[config.mk]
export PLATFORM = sky130hd
export DESIGN_NAME = frac_baud_gen
export DESIGN_NICKNAME = d
export VERILOG_FILES = /design/src/rtl/fbg_pkg.sv /design/src/rtl/fbg_cfg_hold.sv /design/src/rtl/fbg_prescaler.sv /design/src/rtl/fbg_frac_stage.sv /design/src/rtl/fbg_ratio_count.sv /design/src/rtl/frac_baud_gen.sv
export SDC_FILE = /design/constraint.sdc
export NUM_CORES = 1
export LEC_CHECK = 0
export ABC_AREA = 1
export BUFFER_PORTS_ARGS = -buffer_cell sky130_fd_sc_hd__clkbuf_2
export CORE_MARGIN = 5
export CORE_UTILIZATION = 45
export CTS_BUF_LIST = sky130_fd_sc_hd__clkbuf_8
export DETAILED_ROUTE_END_ITERATION = 16
export GPL_TIMING_DRIVEN = 1
export SLEW_MARGIN = 20
export SYNTH_ARGS = -nofsm -noshare
export SYNTH_HDL_FRONTEND = slang
export SYNTH_SLANG_ARGS = --single-unit
[constraint.sdc]
create_clock -name clk -period 2.9 [get_ports clk]
set_clock_uncertainty 0.05 [all_clocks]
set_input_delay 0.145 -clock clk [delete_from_list [all_inputs] [get_ports clk]]
set_output_delay 0.145 -clock clk [all_outputs]
set_load 0.02 [all_outputs]
[src/rtl/fbg_pkg.sv]
package fbg_pkg;
  localparam int unsigned DIV_W_DEF  = 3;
  localparam int unsigned THR_W_DEF  = 2;
  localparam int unsigned FRAC_W_DEF = 6;
  localparam int unsigned OSR_DEF    = 16;
endpackage

[src/rtl/fbg_cfg_hold.sv]
// Active configuration: follows the inputs while disabled, and while
// enabled is reloaded only at an oversample boundary.
module fbg_cfg_hold #(
  parameter int unsigned DIV_W  = 3,
  parameter int unsigned THR_W  = 2,
  parameter int unsigned FRAC_W = 6,
  parameter int unsigned EXP_W  = 4
) (
  input  logic              clk,
  input  logic              rst_n,
  input  logic              enable,
  input  logic              boundary,
  input  logic [DIV_W-1:0]  div_in,
  input  logic [THR_W-1:0]  thr_in,
  input  logic [FRAC_W-1:0] frac_in,
  output logic [EXP_W-1:0]  exp_act,
  output logic [FRAC_W-1:0] frac_act,
  output logic              reload
);
  logic [DIV_W-1:0]  div_q, div_n;
  logic [THR_W-1:0]  thr_q, thr_n;
  logic [FRAC_W-1:0] frac_q, frac_n;
  logic              differs;
  logic              take;

  always_comb begin
    differs = (div_in != div_q) || (thr_in != thr_q) || (frac_in != frac_q);
    reload  = enable && boundary && differs;
    take    = !enable || reload;
    div_n   = take ? div_in  : div_q;
    thr_n   = take ? thr_in  : thr_q;
    frac_n  = take ? frac_in : frac_q;
  end

  always_ff @(posedge clk or negedge rst_n) begin
    if (!rst_n) begin
      div_q  <= '0;
      thr_q  <= '0;
      frac_q <= '0;
    end else begin
      div_q  <= div_n;
      thr_q  <= thr_n;
      frac_q <= frac_n;
    end
  end

  assign exp_act  = EXP_W'(div_q) + EXP_W'(thr_q);
  assign frac_act = frac_q;
endmodule

[src/rtl/fbg_prescaler.sv]
// Power-of-two prescaler: one pulse every 2^exp_act clocks.
module fbg_prescaler #(
  parameter int unsigned EXP_W = 4,
  parameter int unsigned PRE_W = 10
) (
  input  logic             clk,
  input  logic             rst_n,
  input  logic             enable,
  input  logic [EXP_W-1:0] exp_act,
  output logic             pre_tick
);
  logic [PRE_W-1:0] cnt_q, cnt_n;
  logic [PRE_W:0]   one_sh;
  logic [PRE_W:0]   limit;

  always_comb begin
    one_sh   = {{PRE_W{1'b0}}, 1'b1} << exp_act;
    limit    = one_sh - {{PRE_W{1'b0}}, 1'b1};
    pre_tick = enable && ({1'b0, cnt_q} == limit);
    if (!enable || pre_tick) cnt_n = '0;
    else                     cnt_n = cnt_q + PRE_W'(1);
  end

  always_ff @(posedge clk or negedge rst_n) begin
    if (!rst_n) cnt_q <= '0;
    else        cnt_q <= cnt_n;
  end
endmodule

[src/rtl/fbg_frac_stage.sv]
// Fractional stretch: each emitted period adds F to a phase accumulator;
// a carry swallows the next prescaled pulse.
module fbg_frac_stage #(
  parameter int unsigned FRAC_W = 6
) (
  input  logic              clk,
  input  logic              rst_n,
  input  logic              enable,
  input  logic              pre_tick,
  input  logic [FRAC_W-1:0] frac_act,
  input  logic              reload,
  output logic              os_fire
);
  logic [FRAC_W-1:0] acc_q, acc_n;
  logic              hold_q, hold_n;
  logic [FRAC_W:0]   sum;

  always_comb begin
    os_fire = pre_tick && !hold_q;
    sum     = {1'b0, acc_q} + {1'b0, frac_act};
    acc_n   = acc_q;
    hold_n  = hold_q;
    if (!enable || reload) begin
      acc_n  = '0;
      hold_n = 1'b0;
    end else if (os_fire) begin
      acc_n  = sum[FRAC_W-1:0];
      hold_n = sum[FRAC_W];
    end else if (pre_tick) begin
      hold_n = 1'b0;
    end
  end

  always_ff @(posedge clk or negedge rst_n) begin
    if (!rst_n) begin
      acc_q  <= '0;
      hold_q <= 1'b0;
    end else begin
      acc_q  <= acc_n;
      hold_q <= hold_n;
    end
  end
endmodule

[src/rtl/fbg_ratio_count.sv]
// Registers the oversample strobe and marks every OSR-th one.
module fbg_ratio_count #(
  parameter int unsigned OSR = 16
) (
  input  logic clk,
  input  logic rst_n,
  input  logic enable,
  input  logic os_fire,
  output logic os_tick,
  output logic bit_tick
);
  localparam int unsigned CNT_W = (OSR > 2) ? $clog2(OSR) : 1;

  logic [CNT_W-1:0] cnt_q, cnt_n, cnt_inc;
  logic             last;
  logic             os_q, bit_q;

  assign last = (cnt_q == CNT_W'(OSR - 1));

  generate
    if ((OSR & (OSR - 1)) == 0) begin : g_wrap
      assign cnt_inc = cnt_q + CNT_W'(1);
    end else begin : g_cmp
      assign cnt_inc = last ? '0 : cnt_q + CNT_W'(1);
    end
  endgenerate

  always_comb begin
    if (!enable)      cnt_n = '0;
    else if (os_fire) cnt_n = cnt_inc;
    else              cnt_n = cnt_q;
  end

  always_ff @(posedge clk or negedge rst_n) begin
    if (!rst_n) begin
      cnt_q <= '0;
      os_q  <= 1'b0;
      bit_q <= 1'b0;
    end else begin
      cnt_q <= cnt_n;
      os_q  <= enable && os_fire;
      bit_q <= enable && os_fire && last;
    end
  end

  assign os_tick  = os_q;
  assign bit_tick = bit_q;
endmodule

[src/rtl/frac_baud_gen.sv]
module frac_baud_gen
  import fbg_pkg::*;
#(
  parameter int unsigned DIV_W  = DIV_W_DEF,
  parameter int unsigned THR_W  = THR_W_DEF,
  parameter int unsigned FRAC_W = FRAC_W_DEF,
  parameter int unsigned OSR    = OSR_DEF
) (
  input  logic              clk,
  input  logic              rst_n,
  input  logic              enable,
  input  logic [DIV_W-1:0]  div_sel,
  input  logic [THR_W-1:0]  thr_sel,
  input  logic [FRAC_W-1:0] frac_sel,
  output logic              os_tick,
  output logic              bit_tick
);
  localparam int unsigned EXP_MAX = (2 ** DIV_W - 1) + (2 ** THR_W - 1);
  localparam int unsigned EXP_W   = $clog2(EXP_MAX + 1);
  localparam int unsigned PRE_W   = (EXP_MAX > 0) ? EXP_MAX : 1;

  logic [EXP_W-1:0]  exp_act;
  logic [FRAC_W-1:0] frac_act;
  logic              reload;
  logic              pre_tick;
  logic              os_fire;

  fbg_cfg_hold #(
    .DIV_W(DIV_W), .THR_W(THR_W), .FRAC_W(FRAC_W), .EXP_W(EXP_W)
  ) u_cfg (
    .clk(clk), .rst_n(rst_n), .enable(enable), .boundary(os_fire),
    .div_in(div_sel), .thr_in(thr_sel), .frac_in(frac_sel),
    .exp_act(exp_act), .frac_act(frac_act), .reload(reload)
  );

  fbg_prescaler #(.EXP_W(EXP_W), .PRE_W(PRE_W)) u_pre (
    .clk(clk), .rst_n(rst_n), .enable(enable), .exp_act(exp_act),
    .pre_tick(pre_tick)
  );

  fbg_frac_stage #(.FRAC_W(FRAC_W)) u_frac (
    .clk(clk), .rst_n(rst_n), .enable(enable), .pre_tick(pre_tick),
    .frac_act(frac_act), .reload(reload), .os_fire(os_fire)
  );

  fbg_ratio_count #(.OSR(OSR)) u_cnt (
    .clk(clk), .rst_n(rst_n), .enable(enable), .os_fire(os_fire),
    .os_tick(os_tick), .bit_tick(bit_tick)
  );
endmodule

---- Yosys cells after proc, flatten, opt, wreduce, memory -nomap -nowiden ----
Index checks and enable logic that the tools add are counted.
cells by class
  multiplexer cells ....................... 8
  equal/unequal tests ..................... 6
  reduce and logical (&&, ||, !) cells .... 13
  shifts and indexed selects .............. 1
  $add $sub $neg .......................... 5
operators by type and width
  operator                                                                  number
  6-bit 2-to-1 mux                                                          2
  10-bit by 11-bit == test with 1-bit output                                1
  1-bit by 4-bit left shift with 11-bit output (first input constant)       1
  11-bit by 1-bit subtractor with 11-bit output (second input constant)     1
  10-bit by 1-bit adder with 10-bit output (second input constant)          1
  10-bit 2-to-1 mux                                                         1
  4-bit 2-to-1 mux                                                          2
  6-bit by 6-bit adder with 7-bit output                                    1
  6-bit inequality test                                                     1
  1-bit logical AND                                                         5
  3-bit by 2-bit adder with 4-bit output                                    1
  4-bit by 1-bit adder with 4-bit output (second input constant)            1
  4-bit == test (second input constant)                                     1
  1-bit logical OR                                                          4
  1-bit 2-to-1 mux                                                          3
  3-bit inequality test                                                     1
  3-bit nonzero test                                                        1
  1-bit zero test                                                           2
  2-bit by 1-bit inequality test with 1-bit output (second input constant)  1
  2-bit inequality test                                                     1
  2-bit nonzero test                                                        1
word-level totals
  output and inout bits ................... 2
  register bits after elaboration ......... 34
  input bits .............................. 14
  word-level logic and storage cells ...... 42

---- Depth between registers and ports, before layout ----
  word-level depth ........................ 10
  gate-level depth with buffers ........... 24
  depth with buffers taken out ............ 23

---- By module ----
Synthesis repeated with hierarchy kept, for this count alone.
second synthesis, totals
  cells, all modules ...................... 352
  area total of the unflattened synthesis .. 2,411.1 µm²
modules (own cells, without submodules)
  module           cells an instance  instances  area each (µm²)
  fbg_prescaler    151                1          914.6
  fbg_cfg_hold     107                1          737.0
  fbg_frac_stage   66                 1          505.5
  fbg_ratio_count  28                 1          254.0

---- Least setup slack after synthesis ----
Ideal clock, no wire load.
  path kind ............................... register to register
  start ................................... reg u_cfg.thr_q[0]
  end ..................................... reg u_cfg.frac_q[1], in the netlist u_cfg.frac_act[1]
  clock period less this slack ............ 3.267 ns
  cell stages (with the launch flop) ...... 23
  path buffers ............................ 1
  arrival ................................. 3.101 ns
  slack ................................... -0.367 ns
  cells stage by stage .................... dfrtp_1 -> ha_1 -> inv_1 -> fa_1 -> inv_1 -> nor2_2 -> nand2_1 -> nor2_2 -> inv_1 -> ha_1 -> xor2_1 -> nand2_1 -> nor2_1 -> nand3_1 -> nor2_1 -> nand3_1 -> nor2_4 -> nand4_4 -> nand2_4 -> nand2_1 -> buf_2 -> nand2_1 -> nand2_1
on the way
  longest elaborated chain between the ends .. 9
  elaborated cells on any way between the ends .. 12
RTL lines
  what                                           line                  source
  start, declared                                fbg_cfg_hold.sv:21    logic [THR_W-1:0] thr_q, thr_n;
  start signal, assigned                         fbg_cfg_hold.sv:42    thr_q <= thr_n;
  3-bit by 2-bit adder with 4-bit output         fbg_cfg_hold.sv:47    assign exp_act = EXP_W'(div_q) + EXP_W'(thr_q);
  1-bit by 4-bit left shift with 11-bit output   fbg_prescaler.sv:17   one_sh = {{PRE_W{1'b0}}, 1'b1} << exp_act;
  11-bit by 1-bit subtractor with 11-bit output  fbg_prescaler.sv:18   limit = one_sh - {{PRE_W{1'b0}}, 1'b1};
  10-bit by 11-bit == test with 1-bit output     fbg_prescaler.sv:19   pre_tick = enable && ({1'b0, cnt_q} == limit);
  1-bit logical AND                              fbg_prescaler.sv:19
  1-bit logical AND                              fbg_frac_stage.sv:19  os_fire = pre_tick && !hold_q;
  1-bit logical AND                              fbg_cfg_hold.sv:28    reload = enable && boundary && differs;
  1-bit logical AND *                            fbg_cfg_hold.sv:28
  1-bit logical OR *                             fbg_cfg_hold.sv:29    take = !enable || reload;
  end signal, assigned                           fbg_cfg_hold.sv:43    frac_q <= frac_n;
  end, declared                                  fbg_cfg_hold.sv:22    logic [FRAC_W-1:0] frac_q, frac_n;
Every way passes the cells marked *; elsewhere a longest branch is shown, timed or not.
A chain may end at the register's enable or synchronous reset.

---- Final worst setup path ----
  start ................................... reg u_cfg.div_q[0]
  end ..................................... reg u_cnt.cnt_q[0]
on the way
  longest elaborated chain between the ends .. 7
RTL lines
  what                                                               line                   source
  start, declared                                                    fbg_cfg_hold.sv:20     logic [DIV_W-1:0] div_q, div_n;
  start signal, assigned                                             fbg_cfg_hold.sv:41     div_q <= div_n;
  3-bit by 2-bit adder with 4-bit output                             fbg_cfg_hold.sv:47
  1-bit by 4-bit left shift with 11-bit output                       fbg_prescaler.sv:17
  11-bit by 1-bit subtractor with 11-bit output                      fbg_prescaler.sv:18
  10-bit by 11-bit == test with 1-bit output                         fbg_prescaler.sv:19
  1-bit logical AND                                                  fbg_prescaler.sv:19
  1-bit logical AND                                                  fbg_frac_stage.sv:19
  2-bit by 1-bit inequality test with 1-bit output (no source line)  --
  end signal, assigned                                               fbg_ratio_count.sv:40  cnt_q <= cnt_n;
  end, declared                                                      fbg_ratio_count.sv:14  logic [CNT_W-1:0] cnt_q, cnt_n, cnt_inc;
Every way passes these cells.

==> metrics.txt <==
final setup margin -213.9 ps; Crit Path Class flop to flop; LEAKAGE between 1.5 and 2 nW; Worst Tran Pin Value between 800 and 900 ps; largest net degree at the start of global routing 35; Root Buffer clkbuf_8; Max Freq between 300 and 400 MHz; syn_area_per_cell between 7 and 8 sq um; Peak VDD IR between 0.3 and 0.4 mV; Worst Path Required between 3000 and 4000 ps; final hold violations 0; fraction of registers with async set/reset between 90% and 100%; Avg Vias per Cell ~5; synth-to-layout area growth 23.86%; relative slew slack about 44%; DRC 0; antenna cells 0; io pins 16; Final min period 3114 ps; clock latency on the worst-skew pair roughly 280 ps; die span in x 83.62 microns; path category of the worst min-delay check input pin to flop; CTS tree yes; area leader, netlist dfrtp_1; number of enable flip-flop cells after synthesis 0; number of synthesized register bits 34; first-pass detailed-route iteration total 5; gpl congestion approximately 0.96; Tot GR Track Use 16.22%; Clk pin slew, worst setup/hold paths approximately 60 ps; top cells by area, synth dfrtp_1, nand2_1, nand3_1; Cells after Synth 316; first-pass GRT wire length a little over 9 mm; Slew Viols, Final 0; PwrDens between 400 and 500 mW/mm^2; Yosys cell types 40; initial core utilization between 40% and 50%; grt ovf 0; RSZ-0062 raised after global routing true; Max-Cap Viols 0; clk sink count 34; Crit. End Element flop; final antenna-violating net count 0; Die Y 83.62 microns; Fill cells 484; Nets slightly below 400; area occupied by multi-input gates ~0.0015 sq mm; Yosys top cell area share between 30% and 40%; register area 850.8 sq um; Arr. time, crit path between 3000 and 4000 ps; ys flop type dfrtp_1; Post-Route Utilization around three fifths; pre-CTS WS -305.2 ps; H-tree levels 2; antenna violations before repair 0; DR iter-0 viols 111; # rows 26; synth warn 0; hpwl dp approximately 4 mm; Syn Nets around 340; WL/cell 12.44 microns; Num CTS Buffers 5; register area share after synthesis 34.89%; Crit Path Max Fanout 4; final WL 5.423 mm; setup TNS -4970 ps; # setup viols final 34; failing checks negative setup slack; Max clock buf depth 2; Port Buffers 15; Startpoint Class flop; period utilization 107.4%; status finished with violations; vias roughly 2200; core footprint ~0.0052 sq mm; mapped cell area 0.002439 sq mm; Total Die Area ~0.007 sq mm; share of layout cells above drive strength 1 28.96%; vias in the first global route slightly above 2000
-- routing by layer --
metal	up-vias	part of all wire, %	track usage, %
met5	-	0	0
met4	0	1.8	6.287
met3	11	2.7	3.653
met2	28	48	26.25
met1	999	48	20.99
li1	1126	-	-
-- cell type report --
cell class	instances	share of cell area, %
Clock buffer	6	2.734
Inverter	35	4.681
Multi-Input combinational cell	240	49.09
Sequential cell	34	28.17
Tap cell	70	2.900
Timing Repair Buffer	51	12.43
-- final timing paths --
| kind | from | end | slack (ps) | cells after the start |
|---|---|---|---|---|
| max | u_cfg.div_q[0]$_DFFE_PN0P_ | u_cnt.cnt_q[0]$_DFFE_PN0P_ | -210 | 21 |
| min | thr_sel[1] | u_cfg.thr_q[1]$_DFFE_PN0P_ | 60 | 3 |
| max reg2reg | u_cfg.div_q[0]$_DFFE_PN0P_ | u_cnt.cnt_q[0]$_DFFE_PN0P_ | -210 | 21 |
| min reg2reg | u_frac.acc_q[0]$_DFFE_PN0P_ | u_frac.acc_q[0]$_DFFE_PN0P_ | 440 | 2 |
| max in group asynchronous | rst_n | u_cfg.div_q[1]$_DFFE_PN0P_ | 1830 | 2 |
| min in group asynchronous | rst_n | u_frac.acc_q[3]$_DFFE_PN0P_ | 440 | 2 |
-- stage by stage --
step | instances | hold slack (ps) | instance area, sq um | power (W)
floorplan | 316 | -200.6 | 2457 | 0.0008123
detailed placement | 420 | 243.9 | 2736 | 0.0009459
CTS | 434 | 54.67 | 2938 | 0.001322
finish | 436 | 63.87 | 3020 | 0.001334
global route | 436 | 73.91 | 3020 | 0.001434
global placement | 420 | 243.5 | 2736 | 0.0009453
-- repair_timing --
item / CTS / global route
setup endpoints to repair: 33 / 34
hold buffers: 1 / 0
pin swaps: 7 / 4
endpoints found under the hold margin: 34 / 0
setup buffers: 7 / 2
resized for setup: 16 / 20
-- cells in the final DEF (no fill, tap or decap), types with 2 or more instances in the layout --
cell type / netlist / layout
buf_4: 0 / 32
a21oi_1: 10 / 10
nor2_1: 21 / 21
o21ai_0: 8 / 8
nor2_4: 2 / 4
nand3_2: 2 / 4
nor3_1: 4 / 4
xnor2_1: 6 / 6
nand3b_1: 5 / 5
nand2_4: 2 / 5
inv_2: 2 / 6
buf_8: 1 / 2
nor3b_1: 4 / 4
ha_1: 11 / 9
clkbuf_8: 0 / 6
nand3_1: 39 / 37
xor2_1: 12 / 12
nand2_2: 7 / 20
nand2_1: 84 / 68
clkbuf_2: 0 / 15
nand4_1: 3 / 3
inv_1: 33 / 27
dfrtp_1: 34 / 34
-- power by group --
group	internal [W]	switching, W
registers	0.000493	0.0000221
clock network	0.000183	0.000157
logic	0.000208	0.000271
total	0.000884	0.000450
-- cells in the mapped netlist, types with 2 or more instances --
cell      instances
fa_1              2
nor2_1           21
buf_2             3
xor2_1           12
nand3_2           2
ha_1             11
nand2_4           2
nor2_2            3
nand4_1           3
nand3b_1          5
nand2_2           7
nand3_1          39
o21ai_0           8
nor3b_1           4
nor2_4            2
inv_2             2
buf_6             2
dfrtp_1          34
a21oi_1          10
xnor2_1           6
nand2_1          84
inv_1            33
nor3_1            4
-- registers in the layout, indices dropped and copies added, names as in the netlist --
name,count
u_cfg.div_q,3
u_cfg.frac_act,6
u_cfg.thr_q,2
u_cnt.bit_tick,1
u_cnt.cnt_q,4
u_cnt.os_tick,1
u_frac.acc_q,6
u_frac.hold_q,1
u_pre.cnt_q,10
-- cells by family (layout without fill, tap and decap cells) --
| family | after synthesis | in the layout | synth area share [%] |
|---|---|---|---|
| buffers and inverters | 42 | 92 | 8.363 |
| adder cells (fa/ha/maj) | 13 | 13 | 7.286 |
| XOR/XNOR | 18 | 18 | 6.465 |
| flip-flops | 34 | 34 | 34.89 |
| multiplexers | 1 | 1 | 0.4105 |
| AO/OA/AOI/OAI | 26 | 26 | 6.055 |
| AND/OR/NAND/NOR | 182 | 182 | 36.53 |
-- critical path, stage by stage (launching register included) --
cell	delay (ps)
dfrtp_1	350
ha_2	190
inv_2	40
fa_2	530
inv_2	50
nor2_4	90
nand2_2	80
nor2_4	100
inv_2	50
ha_4	250
xor2_1	140
nand2_1	70
nor2_1	80
nand3_1	70
nor2_1	100
nand3_1	110
nor2_4	130
nand4_4	100
nand2_4	130
buf_8	140
buf_12	100
mux2i_1	60
Note: power is estimated with default switching activity, not from simulation.
